==> config.mk <==
export PLATFORM = sky130hd
export DESIGN_NAME = fsm_equiv_engine
export DESIGN_NICKNAME = d
export VERILOG_FILES = /design/src/rtl/fsm_equiv_pkg.sv /design/src/rtl/fsm_equiv_table.sv /design/src/rtl/fsm_equiv_refine.sv /design/src/rtl/fsm_equiv_ctrl.sv /design/src/rtl/fsm_equiv_engine.sv
export SDC_FILE = /design/constraint.sdc
export NUM_CORES = 1
export LEC_CHECK = 0
export BUFFER_PORTS_ARGS = -buffer_cell sky130_fd_sc_hd__buf_2
export CORE_UTILIZATION = 55
export CTS_BUF_LIST = sky130_fd_sc_hd__clkbuf_4
export DETAILED_ROUTE_END_ITERATION = 10
export PLACE_DENSITY_LB_ADDON = 0.25
export SYNTH_ARGS = -nofsm -noshare
export SYNTH_HDL_FRONTEND = slang
export SYNTH_HIERARCHICAL = 1
export SYNTH_SLANG_ARGS = --single-unit
==> constraint.sdc <==
create_clock -name clk -period 7.2 [get_ports clk]
set_input_delay 1.44 -clock clk [delete_from_list [all_inputs] [get_ports clk]]
set_output_delay 1.44 -clock clk [all_outputs]
set_load 0.005 [all_outputs]
==> src/rtl/fsm_equiv_pkg.sv <==
package fsm_equiv_pkg;
    parameter int unsigned MAX_STATES = 8;
    localparam int unsigned IDX_W = $clog2(MAX_STATES);
    localparam int unsigned CNT_W = $clog2(MAX_STATES + 1);

    typedef logic [IDX_W-1:0] sidx_t;
    typedef logic [CNT_W-1:0] cnt_t;

    typedef struct packed {
        sidx_t nxt;
        logic  out;
    } arc_t;

    typedef struct packed {
        arc_t on1;
        arc_t on0;
    } row_t;

    typedef enum logic [1:0] {
        PH_IDLE = 2'd0,
        PH_RUN  = 2'd1,
        PH_DONE = 2'd2
    } phase_t;

    function automatic cnt_t clamp_count(input cnt_t v);
        if (v == '0)
            return cnt_t'(1);
        else if (v > cnt_t'(MAX_STATES))
            return cnt_t'(MAX_STATES);
        else
            return v;
    endfunction
endpackage

==> src/rtl/fsm_equiv_table.sv <==
module fsm_equiv_table
    import fsm_equiv_pkg::*;
(
    input  logic                        clk,
    input  logic                        rst,
    input  logic                        wr_req,
    input  logic                        busy_i,
    input  sidx_t                       wr_state,
    input  logic                        wr_input,
    input  sidx_t                       wr_next,
    input  logic                        wr_out,
    output row_t [MAX_STATES-1:0]       rows_o
);
    row_t [MAX_STATES-1:0] rows_q;
    logic                  wr_take;

    assign wr_take = wr_req && !busy_i;
    assign rows_o  = rows_q;

    always_ff @(posedge clk) begin
        if (rst) begin
            rows_q <= '0;
        end else if (wr_take) begin
            if (wr_input)
                rows_q[wr_state].on1 <= '{nxt: wr_next, out: wr_out};
            else
                rows_q[wr_state].on0 <= '{nxt: wr_next, out: wr_out};
        end
    end

    AST_TABLE_FROZEN: assert property (@(posedge clk) disable iff (rst)
        (busy_i && wr_req) |=> $stable(rows_q));
endmodule

==> src/rtl/fsm_equiv_refine.sv <==
module fsm_equiv_refine
    import fsm_equiv_pkg::*;
(
    input  row_t  [MAX_STATES-1:0] rows_i,
    input  sidx_t [MAX_STATES-1:0] cls_cur,
    input  logic                   first_pass,
    input  cnt_t                   nvalid,
    output sidx_t [MAX_STATES-1:0] cls_nxt
);
    function automatic logic same_group(input int a, input int b,
                                        input row_t [MAX_STATES-1:0] r,
                                        input sidx_t [MAX_STATES-1:0] c,
                                        input logic by_output);
        logic keep;
        keep = (c[a] == c[b]);
        if (by_output)
            keep = keep && (r[a].on0.out == r[b].on0.out)
                        && (r[a].on1.out == r[b].on1.out);
        else
            keep = keep && (c[r[a].on0.nxt] == c[r[b].on0.nxt])
                        && (c[r[a].on1.nxt] == c[r[b].on1.nxt]);
        return keep;
    endfunction

    always_comb begin
        for (int s = 0; s < MAX_STATES; s++) begin
            cls_nxt[s] = '0;
            if (cnt_t'(s) < nvalid) begin
                for (int t = MAX_STATES - 1; t >= 0; t--) begin
                    if (t <= s && same_group(s, t, rows_i, cls_cur, first_pass))
                        cls_nxt[s] = sidx_t'(t);
                end
            end
        end
    end
endmodule

==> src/rtl/fsm_equiv_ctrl.sv <==
module fsm_equiv_ctrl
    import fsm_equiv_pkg::*;
(
    input  logic clk,
    input  logic rst,
    input  logic start,
    input  cnt_t nvalid_in,
    input  logic converged,
    output logic busy,
    output logic done,
    output logic launch,
    output logic first_pass,
    output cnt_t nvalid_q,
    output cnt_t pass_cnt
);
    phase_t phase_q;

    assign busy       = (phase_q == PH_RUN);
    assign done       = (phase_q == PH_DONE);
    assign launch     = start && (phase_q != PH_RUN);
    assign first_pass = (pass_cnt == '0);

    always_ff @(posedge clk) begin
        if (rst) begin
            phase_q  <= PH_IDLE;
            pass_cnt <= '0;
            nvalid_q <= cnt_t'(1);
        end else begin
            unique case (phase_q)
                PH_IDLE, PH_DONE: begin
                    if (start) begin
                        phase_q  <= PH_RUN;
                        pass_cnt <= '0;
                        nvalid_q <= clamp_count(nvalid_in);
                    end
                end
                PH_RUN: begin
                    pass_cnt <= pass_cnt + cnt_t'(1);
                    if (converged)
                        phase_q <= PH_DONE;
                end
                default: phase_q <= PH_IDLE;
            endcase
        end
    end

    AST_PASS_BOUND: assert property (@(posedge clk) disable iff (rst)
        pass_cnt <= cnt_t'(MAX_STATES));
    AST_RESTART_IGNORED: assert property (@(posedge clk) disable iff (rst)
        (busy && start && !converged) |=> (busy && pass_cnt == $past(pass_cnt) + cnt_t'(1)));
    AST_DONE_HOLD: assert property (@(posedge clk) disable iff (rst)
        (done && !start) |=> done);
    AST_DONE_CLEAR: assert property (@(posedge clk) disable iff (rst)
        (done && start) |=> !done);
endmodule

==> src/rtl/fsm_equiv_engine.sv <==
module fsm_equiv_engine
    import fsm_equiv_pkg::*;
(
    input  logic                          clk,
    input  logic                          rst,
    input  logic                          wr_en,
    input  logic [IDX_W-1:0]              wr_state,
    input  logic                          wr_input,
    input  logic [IDX_W-1:0]              wr_next,
    input  logic                          wr_out,
    input  logic [CNT_W-1:0]              num_valid,
    input  logic                          start,
    output logic                          busy,
    output logic                          done,
    output logic [CNT_W-1:0]              pass_count,
    output logic [MAX_STATES*IDX_W-1:0]   class_ids
);
    row_t  [MAX_STATES-1:0] rows;
    sidx_t [MAX_STATES-1:0] cls_q;
    sidx_t [MAX_STATES-1:0] cls_nxt;
    logic                   launch;
    logic                   first_pass;
    logic                   converged;
    cnt_t                   nvalid_q;

    fsm_equiv_table u_table (
        .clk      (clk),
        .rst      (rst),
        .wr_req   (wr_en),
        .busy_i   (busy),
        .wr_state (wr_state),
        .wr_input (wr_input),
        .wr_next  (wr_next),
        .wr_out   (wr_out),
        .rows_o   (rows)
    );

    fsm_equiv_refine u_refine (
        .rows_i     (rows),
        .cls_cur    (cls_q),
        .first_pass (first_pass),
        .nvalid     (nvalid_q),
        .cls_nxt    (cls_nxt)
    );

    fsm_equiv_ctrl u_ctrl (
        .clk        (clk),
        .rst        (rst),
        .start      (start),
        .nvalid_in  (num_valid),
        .converged  (converged),
        .busy       (busy),
        .done       (done),
        .launch     (launch),
        .first_pass (first_pass),
        .nvalid_q   (nvalid_q),
        .pass_cnt   (pass_count)
    );

    assign converged = (cls_nxt == cls_q);
    assign class_ids = cls_q;

    always_ff @(posedge clk) begin
        if (rst)
            cls_q <= '0;
        else if (launch)
            cls_q <= '0;
        else if (busy)
            cls_q <= cls_nxt;
    end

    AST_LABELS_HELD: assert property (@(posedge clk) disable iff (rst)
        (done && !start) |=> $stable(cls_q));

    for (genvar g = 0; g < MAX_STATES; g++) begin : g_chk
        AST_LOWEST_MEMBER: assert property (@(posedge clk) disable iff (rst)
            done |-> (cls_q[g] <= sidx_t'(g)));
        AST_REP_SELF: assert property (@(posedge clk) disable iff (rst)
            done |-> (cls_q[cls_q[g]] == cls_q[g]));
        AST_EXCLUDED_ZERO: assert property (@(posedge clk) disable iff (rst)
            (done && cnt_t'(g) >= nvalid_q) |-> (cls_q[g] == '0));
    end
endmodule

; ---- Yosys cells after proc, flatten, opt, wreduce, memory -nomap -nowiden
; Index checks and enable logic that the tools add are counted.
[word_totals]
output_inout_bits = 30
ff_bits = 95
[classes]
addsub = 1
magnitude_cmp = 26
muxes = 151
n_reduce_logical = 132
n_eq_ne = 139
[ops]
columns = cell, n
row1 = $eq A3 B3 Y1, 77
row2 = $mux W3, 55
row3 = $bmux W3 S3, 16
row4 = $bwmux W64, 2
row5 = $logic_and A1 B1 Y1, 115
row6 = $lt A3 B4 Y1 const B, 17
row7 = $mux W1, 64
row8 = $mux W64, 1
row9 = $eq A1 B1 Y1, 56
row10 = $demux W8 S3, 2
row11 = $eq A21 B21 Y1, 1
row12 = $logic_not A3 Y1, 7
row13 = $lt A3 B4 Y1 const A, 4
row14 = $mux W4, 4
row15 = $logic_not A4 Y1, 2
row16 = $lt A2 B4 Y1 const A, 2
row17 = $mux W2, 4
row18 = $mux W8, 1
row19 = $pmux W4 S2, 1
row20 = $reduce_and A2 Y1, 3
row21 = $add A4 B1 Y4 const B, 1
row22 = $gt A4 B4 Y1 const B, 1
row23 = $lt A1 B4 Y1 const A, 1
row24 = $ne A2 B2 Y1 const B, 2
row25 = 9 further kinds, 10

; ---- Logic depth before layout (Yosys ltp)
[depth]
word_depth = 18
mapped_depth = 17
mapped_depth_nobuf = 15

; ---- By module
; The synthesis kept the hierarchy.
[by_module_without_submodules]
columns = mod, cells_per_inst, seq_area_each_um2, area_per_inst_um2, instances
row1 = fsm_equiv_refine, 733, 0.0, 7815.0, 1
row2 = fsm_equiv_table, 236, 1281.2, 2570.0, 1
row3 = fsm_equiv_engine, 111, 480.5, 1114.8, 1
row4 = fsm_equiv_ctrl, 58, 200.2, 496.7, 1

; ---- Worst setup path before layout
; Ideal clock, no wire load.
[synth_path]
path_type = flip-flop to flip-flop
startpoint = register u_table.rows_q (netlist bit u_table/rows_o[46])
endpoint = register u_ctrl.phase_q[0]
path_buffers = 1
synth_period_minus_slack_ns = 3.454
setup_ns = 0.133
stages_incl_launch_ff = 16
t_required_ns = 7.067
t_arrival_ns = 3.321
path_slack_ns = 3.746
cell_sequence = dfxtp_1 -> buf_2 -> mux4_1 -> mux2i_4 -> xor2_1 -> nor4_1 -> a32oi_1 -> or4_1 -> nor2b_1 -> and3_1 -> xor2_1 -> nor4_1 -> nand4_1 -> nor3_2 -> nand2b_1 -> a21oi_1
[synth_lines]
columns = item, line_no
row1 = from (decl), fsm_equiv_table.sv:14  ; row_t [MAX_STATES-1:0] rows_q;
row2 = to (signal assigned), fsm_equiv_ctrl.sv:25  ; phase_q <= PH_IDLE;
row3 = to (signal assigned), fsm_equiv_ctrl.sv:32  ; phase_q <= PH_RUN;
row4 = to (signal assigned), fsm_equiv_ctrl.sv:40  ; phase_q <= PH_DONE;
row5 = to (decl), fsm_equiv_ctrl.sv:16  ; phase_t phase_q;

==> flow_summary.html <==
<table>
<tr><th>Metric</th><th>Value</th></tr>
<tr><th colspan="2">STA</th></tr>
<tr><td>Transition time at the pin with the least slew margin</td><td>1220 ps</td></tr>
<tr><td>Worst hold slack</td><td>553 ps</td></tr>
<tr><td>Final Max Slew Viols</td><td>0</td></tr>
<tr><td>Setup repair after global routing missed its margin</td><td>no</td></tr>
<tr><td>Summed negative setup slack over all endpoints</td><td>0 ps</td></tr>
<tr><td>Setup Skew</td><td>29.7 ps</td></tr>
<tr><td>Count of endpoints failing hold in the final timing report</td><td>0</td></tr>
<tr><td>Portion of the clock cycle consumed by the worst path in the final layout</td><td>approximately 66%</td></tr>
<tr><td>Clock period minus worst slack</td><td>4750 ps</td></tr>
<tr><td>Relative slew slack</td><td>a little under a fifth</td></tr>
<tr><td>Highest attainable clock frequency</td><td>0.210 GHz</td></tr>
<tr><td>Setup-failing EPs final</td><td>0</td></tr>
<tr><th colspan="2">Layout</th></tr>
<tr><td>Post-layout instance count excluding filler cells</td><td>1376</td></tr>
<tr><td>Top library cells by usage in the layout, fill and taps aside</td><td>194 x sky130_fd_sc_hd__xor2_1, 138 x sky130_fd_sc_hd__xnor2_1, 98 x sky130_fd_sc_hd__dfxtp_1, 89 x sky130_fd_sc_hd__mux2i_1, 79 x sky130_fd_sc_hd__mux4_2</td></tr>
<tr><td>Core occupancy in the finished layout</td><td>between 50 and 60%</td></tr>
<tr><td># fillers</td><td>roughly 1900</td></tr>
<tr><td>Synth-to-layout area growth</td><td>0.803%</td></tr>
<tr><td>Area used by multi-input combinational logic</td><td>between 9000 and 10000 sq um</td></tr>
<tr><td>Final net count</td><td>1113</td></tr>
<tr><td>Layout cell share with drive strength beyond 1</td><td>between 20% and 30%</td></tr>
<tr><td>Most common library cell in the layout ignoring fill and taps</td><td>sky130_fd_sc_hd__xor2_1</td></tr>
<tr><td>Sequential cell area</td><td>roughly 2000 sq um</td></tr>
<tr><th colspan="2">Power</th></tr>
<tr><td>Clock share of power</td><td>23.6%</td></tr>
<tr><td>Switching fraction of total power</td><td>between 30% and 40%</td></tr>
<tr><td>Internal power of the cells</td><td>roughly 0.0008 W</td></tr>
<tr><td>Pwr per Cell Area</td><td>~110 nW/um^2</td></tr>
<tr><td>Sw power</td><td>around 0.00049 W</td></tr>
<tr><td>Worst voltage drop across the vdd grid</td><td>0.0699 mV</td></tr>
<tr><td>Share of power burned in combinational logic</td><td>31.4%</td></tr>
<tr><td>Pleak</td><td>between 4 and 5 nW</td></tr>
<tr><td>Sequential group share of total power</td><td>45.0%</td></tr>
<tr><th colspan="2">Clocking</th></tr>
<tr><td># clock sinks</td><td>between 90 and 100</td></tr>
<tr><td>TritonCTS buffer count</td><td>9</td></tr>
<tr><td>Number of levels the H-tree was split into</td><td>3</td></tr>
<tr><td>CTS Hold Buffers Added</td><td>0</td></tr>
<tr><td>Clock tree from TritonCTS</td><td>built</td></tr>
<tr><td>Clock transition time at the flip-flop clock pins of the worst setup and hold paths</td><td>~180 ps</td></tr>
<tr><td>Bufs on Longest Clock Path</td><td>2</td></tr>
<tr><td>Buffer cell driving the clock tree root</td><td>sky130_fd_sc_hd__clkbuf_4</td></tr>
<tr><td>Post-CTS Repair Setup Buffers</td><td>0</td></tr>
<tr><td>Resized cells post-CTS</td><td>0</td></tr>
<tr><td>Worst-skew pair later-pin latency</td><td>520 ps</td></tr>
<tr><th colspan="2">Logic synthesis</th></tr>
<tr><td>Distinct cell type count of the synthesized netlist</td><td>66</td></tr>
<tr><td>Share of the yosys chip area belonging to registers</td><td>16.4%</td></tr>
<tr><td>Post-synthesis register bit count</td><td>between 90 and 100</td></tr>
<tr><td>Area share of the leading cell type in the synthesized netlist</td><td>between 15 and 20%</td></tr>
<tr><td>Asr flop ratio synth</td><td>0%</td></tr>
<tr><td>Most instantiated flip-flop cell in the synthesis netlist</td><td>sky130_fd_sc_hd__dfxtp_1</td></tr>
<tr><td>Library cell occupying the most area in the post-synthesis netlist</td><td>sky130_fd_sc_hd__dfxtp_1</td></tr>
<tr><td>Area of the mapped netlist</td><td>12000 sq um</td></tr>
<tr><td>Avg Synthesized Cell Area</td><td>10.5 sq um</td></tr>
<tr><td>Top post-synthesis cells by area</td><td>sky130_fd_sc_hd__dfxtp_1 16%, sky130_fd_sc_hd__mux4_2 15%, sky130_fd_sc_hd__xor2_1 14%</td></tr>
<tr><td>Number of warnings printed during yosys synthesis</td><td>6</td></tr>
<tr><td>Post-Syn Instances</td><td>around 1100</td></tr>
<tr><td>Number of flops mapped to enable cells by yosys</td><td>0</td></tr>
<tr><th colspan="2">Drt</th></tr>
<tr><td>DRC violations left</td><td>0</td></tr>
<tr><td>Drt first pass iters</td><td>5</td></tr>
<tr><td>Count of antenna-violating nets left after detailed routing</td><td>0</td></tr>
<tr><td>Total wirelength of the detailed-routed design</td><td>38000 um</td></tr>
<tr><td>Number of DRC markers in iteration 0</td><td>1011</td></tr>
<tr><td>Wirelength per Cell</td><td>27.6 um</td></tr>
<tr><td>Per-cell via count in the routed design</td><td>about 6.8</td></tr>
<tr><td>Routed vias</td><td>around 9300</td></tr>
<tr><th colspan="2">Placed design</th></tr>
<tr><td># port buffers</td><td>45</td></tr>
<tr><td>Placed wire-length estimate after detailed placement</td><td>roughly 26000 um</td></tr>
<tr><td>Count of placed standard cells including taps</td><td>approximately 1400</td></tr>
<tr><td>Weighted congestion at the end of routability-driven global placement</td><td>0.996</td></tr>
<tr><th colspan="2">GRT</th></tr>
<tr><td>Wire length of the first global-routing pass</td><td>about 56000 um</td></tr>
<tr><td>Via count of the first global-routing pass</td><td>8943</td></tr>
<tr><td>Maximum number of pins on one net before global-route repair</td><td>81</td></tr>
<tr><td>Total routing usage reported by global routing</td><td>34.3%</td></tr>
<tr><td>GRT overflow</td><td>0</td></tr>
<tr><td>Number of antenna violations at the first check in global routing</td><td>2</td></tr>
<tr><th colspan="2">Critical path</th></tr>
<tr><td>First element of the critical path</td><td>class_ids[5]</td></tr>
<tr><td>Required time of the critical path</td><td>7590 ps</td></tr>
<tr><td>Critical path arrival</td><td>5140 ps</td></tr>
<tr><td>Crit. End Element</td><td>register</td></tr>
<tr><td>Crit Path Category</td><td>reg -&gt; reg</td></tr>
<tr><td>Max FO, Critical Path</td><td>14</td></tr>
<tr><td>Origin of the critical flop-to-flop path</td><td>class_ids[5]</td></tr>
<tr><td>Critical Path Start Type</td><td>register</td></tr>
<tr><th colspan="2">Flow run</th></tr>
<tr><td>Count of maximum capacitance violations</td><td>0</td></tr>
<tr><th colspan="2">Floorplanning</th></tr>
<tr><td>Die area</td><td>roughly 22000 sq um</td></tr>
<tr><td>Number of placed I/O pins</td><td>46</td></tr>
<tr><td>Placement row count</td><td>53</td></tr>
<tr><td>Starting density of the core</td><td>about 57%</td></tr>
<tr><td>Die Span Y</td><td>150 um</td></tr>
<tr><td>Chip Width</td><td>150 um</td></tr>
<tr><td>Std-Cell Core Area</td><td>21200 sq um</td></tr>
<tr><th colspan="2">Hold path</th></tr>
<tr><td>Min-delay src</td><td>u_ctrl/pass_cnt[1]</td></tr>
<tr><td>Hold crit path type</td><td>reg -&gt; reg</td></tr>
<tr><th colspan="2">Outcome</th></tr>
<tr><td>Outcome</td><td>complete, no violations</td></tr>
</table>
[registers in the layout (all words and copies together) (netlist names)]
name	flops
class_ids	24
u_ctrl/phase_q	2
u_table/rows_o	64
u_ctrl/pass_cnt	4
u_ctrl/nvalid_q	4
[layer usage]
metal / vias up / share of wire [%] / global-route usage, %
met3: 129 / 11 / 8.35
met4: 0 / 4.1 / 16.6
met1: 4576 / 40 / 45.9
met5: - / 0 / 0
li1: 3974 / - / -
met2: 623 / 45 / 51.9
[worst paths after layout]
check / cells past startpoint / end / slack, ps
max reg2reg: 15 / u_ctrl/phase_q[0] / 2450
min: 2 / u_ctrl/pass_cnt[1] / 550
max: 15 / u_ctrl/phase_q[0] / 2450
min reg2reg: 2 / u_ctrl/pass_cnt[1] / 550
[per-stage QoR]
step           worst slack (ps)  power, W  instance area (sq um)
2_1_floorplan              3750  0.000894                  12000
3_3_place_gp               2660  0.000977                  12000
6_report                   2450   0.00129                  12100
3_5_place_dp               2650  0.000980                  12000
4_1_cts                    2650   0.00128                  12100
5_1_grt                    2220   0.00134                  12100
[worst max-delay path, cell delays in order (launching register included)]
cell and delay [ps]:
sky130_fd_sc_hd__dfxtp_1 560, sky130_fd_sc_hd__buf_4 310, sky130_fd_sc_hd__mux4_2 470, sky130_fd_sc_hd__mux2i_2 720
sky130_fd_sc_hd__xor2_1 170, sky130_fd_sc_hd__nor4_1 240, sky130_fd_sc_hd__a32oi_1 120, sky130_fd_sc_hd__nor4_1 580
sky130_fd_sc_hd__nand2_1 120, sky130_fd_sc_hd__a21oi_1 290, sky130_fd_sc_hd__xor2_1 130, sky130_fd_sc_hd__nor4_1 390
sky130_fd_sc_hd__nand4_1 160, sky130_fd_sc_hd__nor3_2 160, sky130_fd_sc_hd__nand2b_1 130, sky130_fd_sc_hd__a21oi_1 70
[final cells by class]
type                       instances  area share [%]
multi-input combinational        908            76.1
antenna                            1          0.0207
clock inverter                     7           0.528
sequential                        98            16.2
tap                              275            2.85
inverter                           5           0.155
clock buffer                       9           0.559
timing repair buffer              73            3.60
[Yosys cell counts, types with 4 or more instances]
| library cell | n |
|---|---|
| sky130_fd_sc_hd__inv_1 | 5 |
| sky130_fd_sc_hd__xor2_1 | 194 |
| sky130_fd_sc_hd__buf_1 | 6 |
| sky130_fd_sc_hd__nor3_1 | 23 |
| sky130_fd_sc_hd__buf_4 | 19 |
| sky130_fd_sc_hd__nand2b_1 | 75 |
| sky130_fd_sc_hd__nand3_1 | 20 |
| sky130_fd_sc_hd__mux4_1 | 17 |
| sky130_fd_sc_hd__mux2i_1 | 89 |
| sky130_fd_sc_hd__mux4_2 | 79 |
| sky130_fd_sc_hd__buf_6 | 27 |
| sky130_fd_sc_hd__nor2b_1 | 8 |
| sky130_fd_sc_hd__mux2i_4 | 47 |
| sky130_fd_sc_hd__nand2_1 | 25 |
| sky130_fd_sc_hd__a21oi_1 | 10 |
| sky130_fd_sc_hd__a32o_1 | 4 |
| sky130_fd_sc_hd__a32oi_1 | 9 |
| sky130_fd_sc_hd__clkbuf_1 | 35 |
| sky130_fd_sc_hd__or4_1 | 7 |
| sky130_fd_sc_hd__xnor2_1 | 138 |
| sky130_fd_sc_hd__a41oi_1 | 4 |
| sky130_fd_sc_hd__nor2_1 | 40 |
| sky130_fd_sc_hd__a31oi_1 | 4 |
| sky130_fd_sc_hd__nor4_1 | 37 |
| sky130_fd_sc_hd__o21ai_0 | 4 |
| sky130_fd_sc_hd__dfxtp_1 | 98 |
| sky130_fd_sc_hd__buf_2 | 45 |
| sky130_fd_sc_hd__nand4_1 | 16 |
[power by group through the flow]
stage	combinational [W]	sequential, W	clock [W]
after floorplan	0.000322	0.000572	0
after global placement	0.000387	0.000590	0
after detailed placement	0.000390	0.000590	0
after CTS	0.000392	0.000579	0.000312
after global routing	0.000424	0.000582	0.000332
final	0.000404	0.000580	0.000304
[cells by family after synthesis]
family                   count (synthesis)  share of synthesized area, %
buffers and inverters                  138                          7.21
AND/OR/NAND/NOR                        278                          13.5
AO/OA/AOI/OAI                           56                          3.56
multiplexers                           233                          34.9
flip-flops                              98                          16.4
adder cells (fa/ha/maj)                  2                         0.209
XOR/XNOR                               332                          24.2
other                                    1                        0.0313
Power figures use the tool's default switching activity.
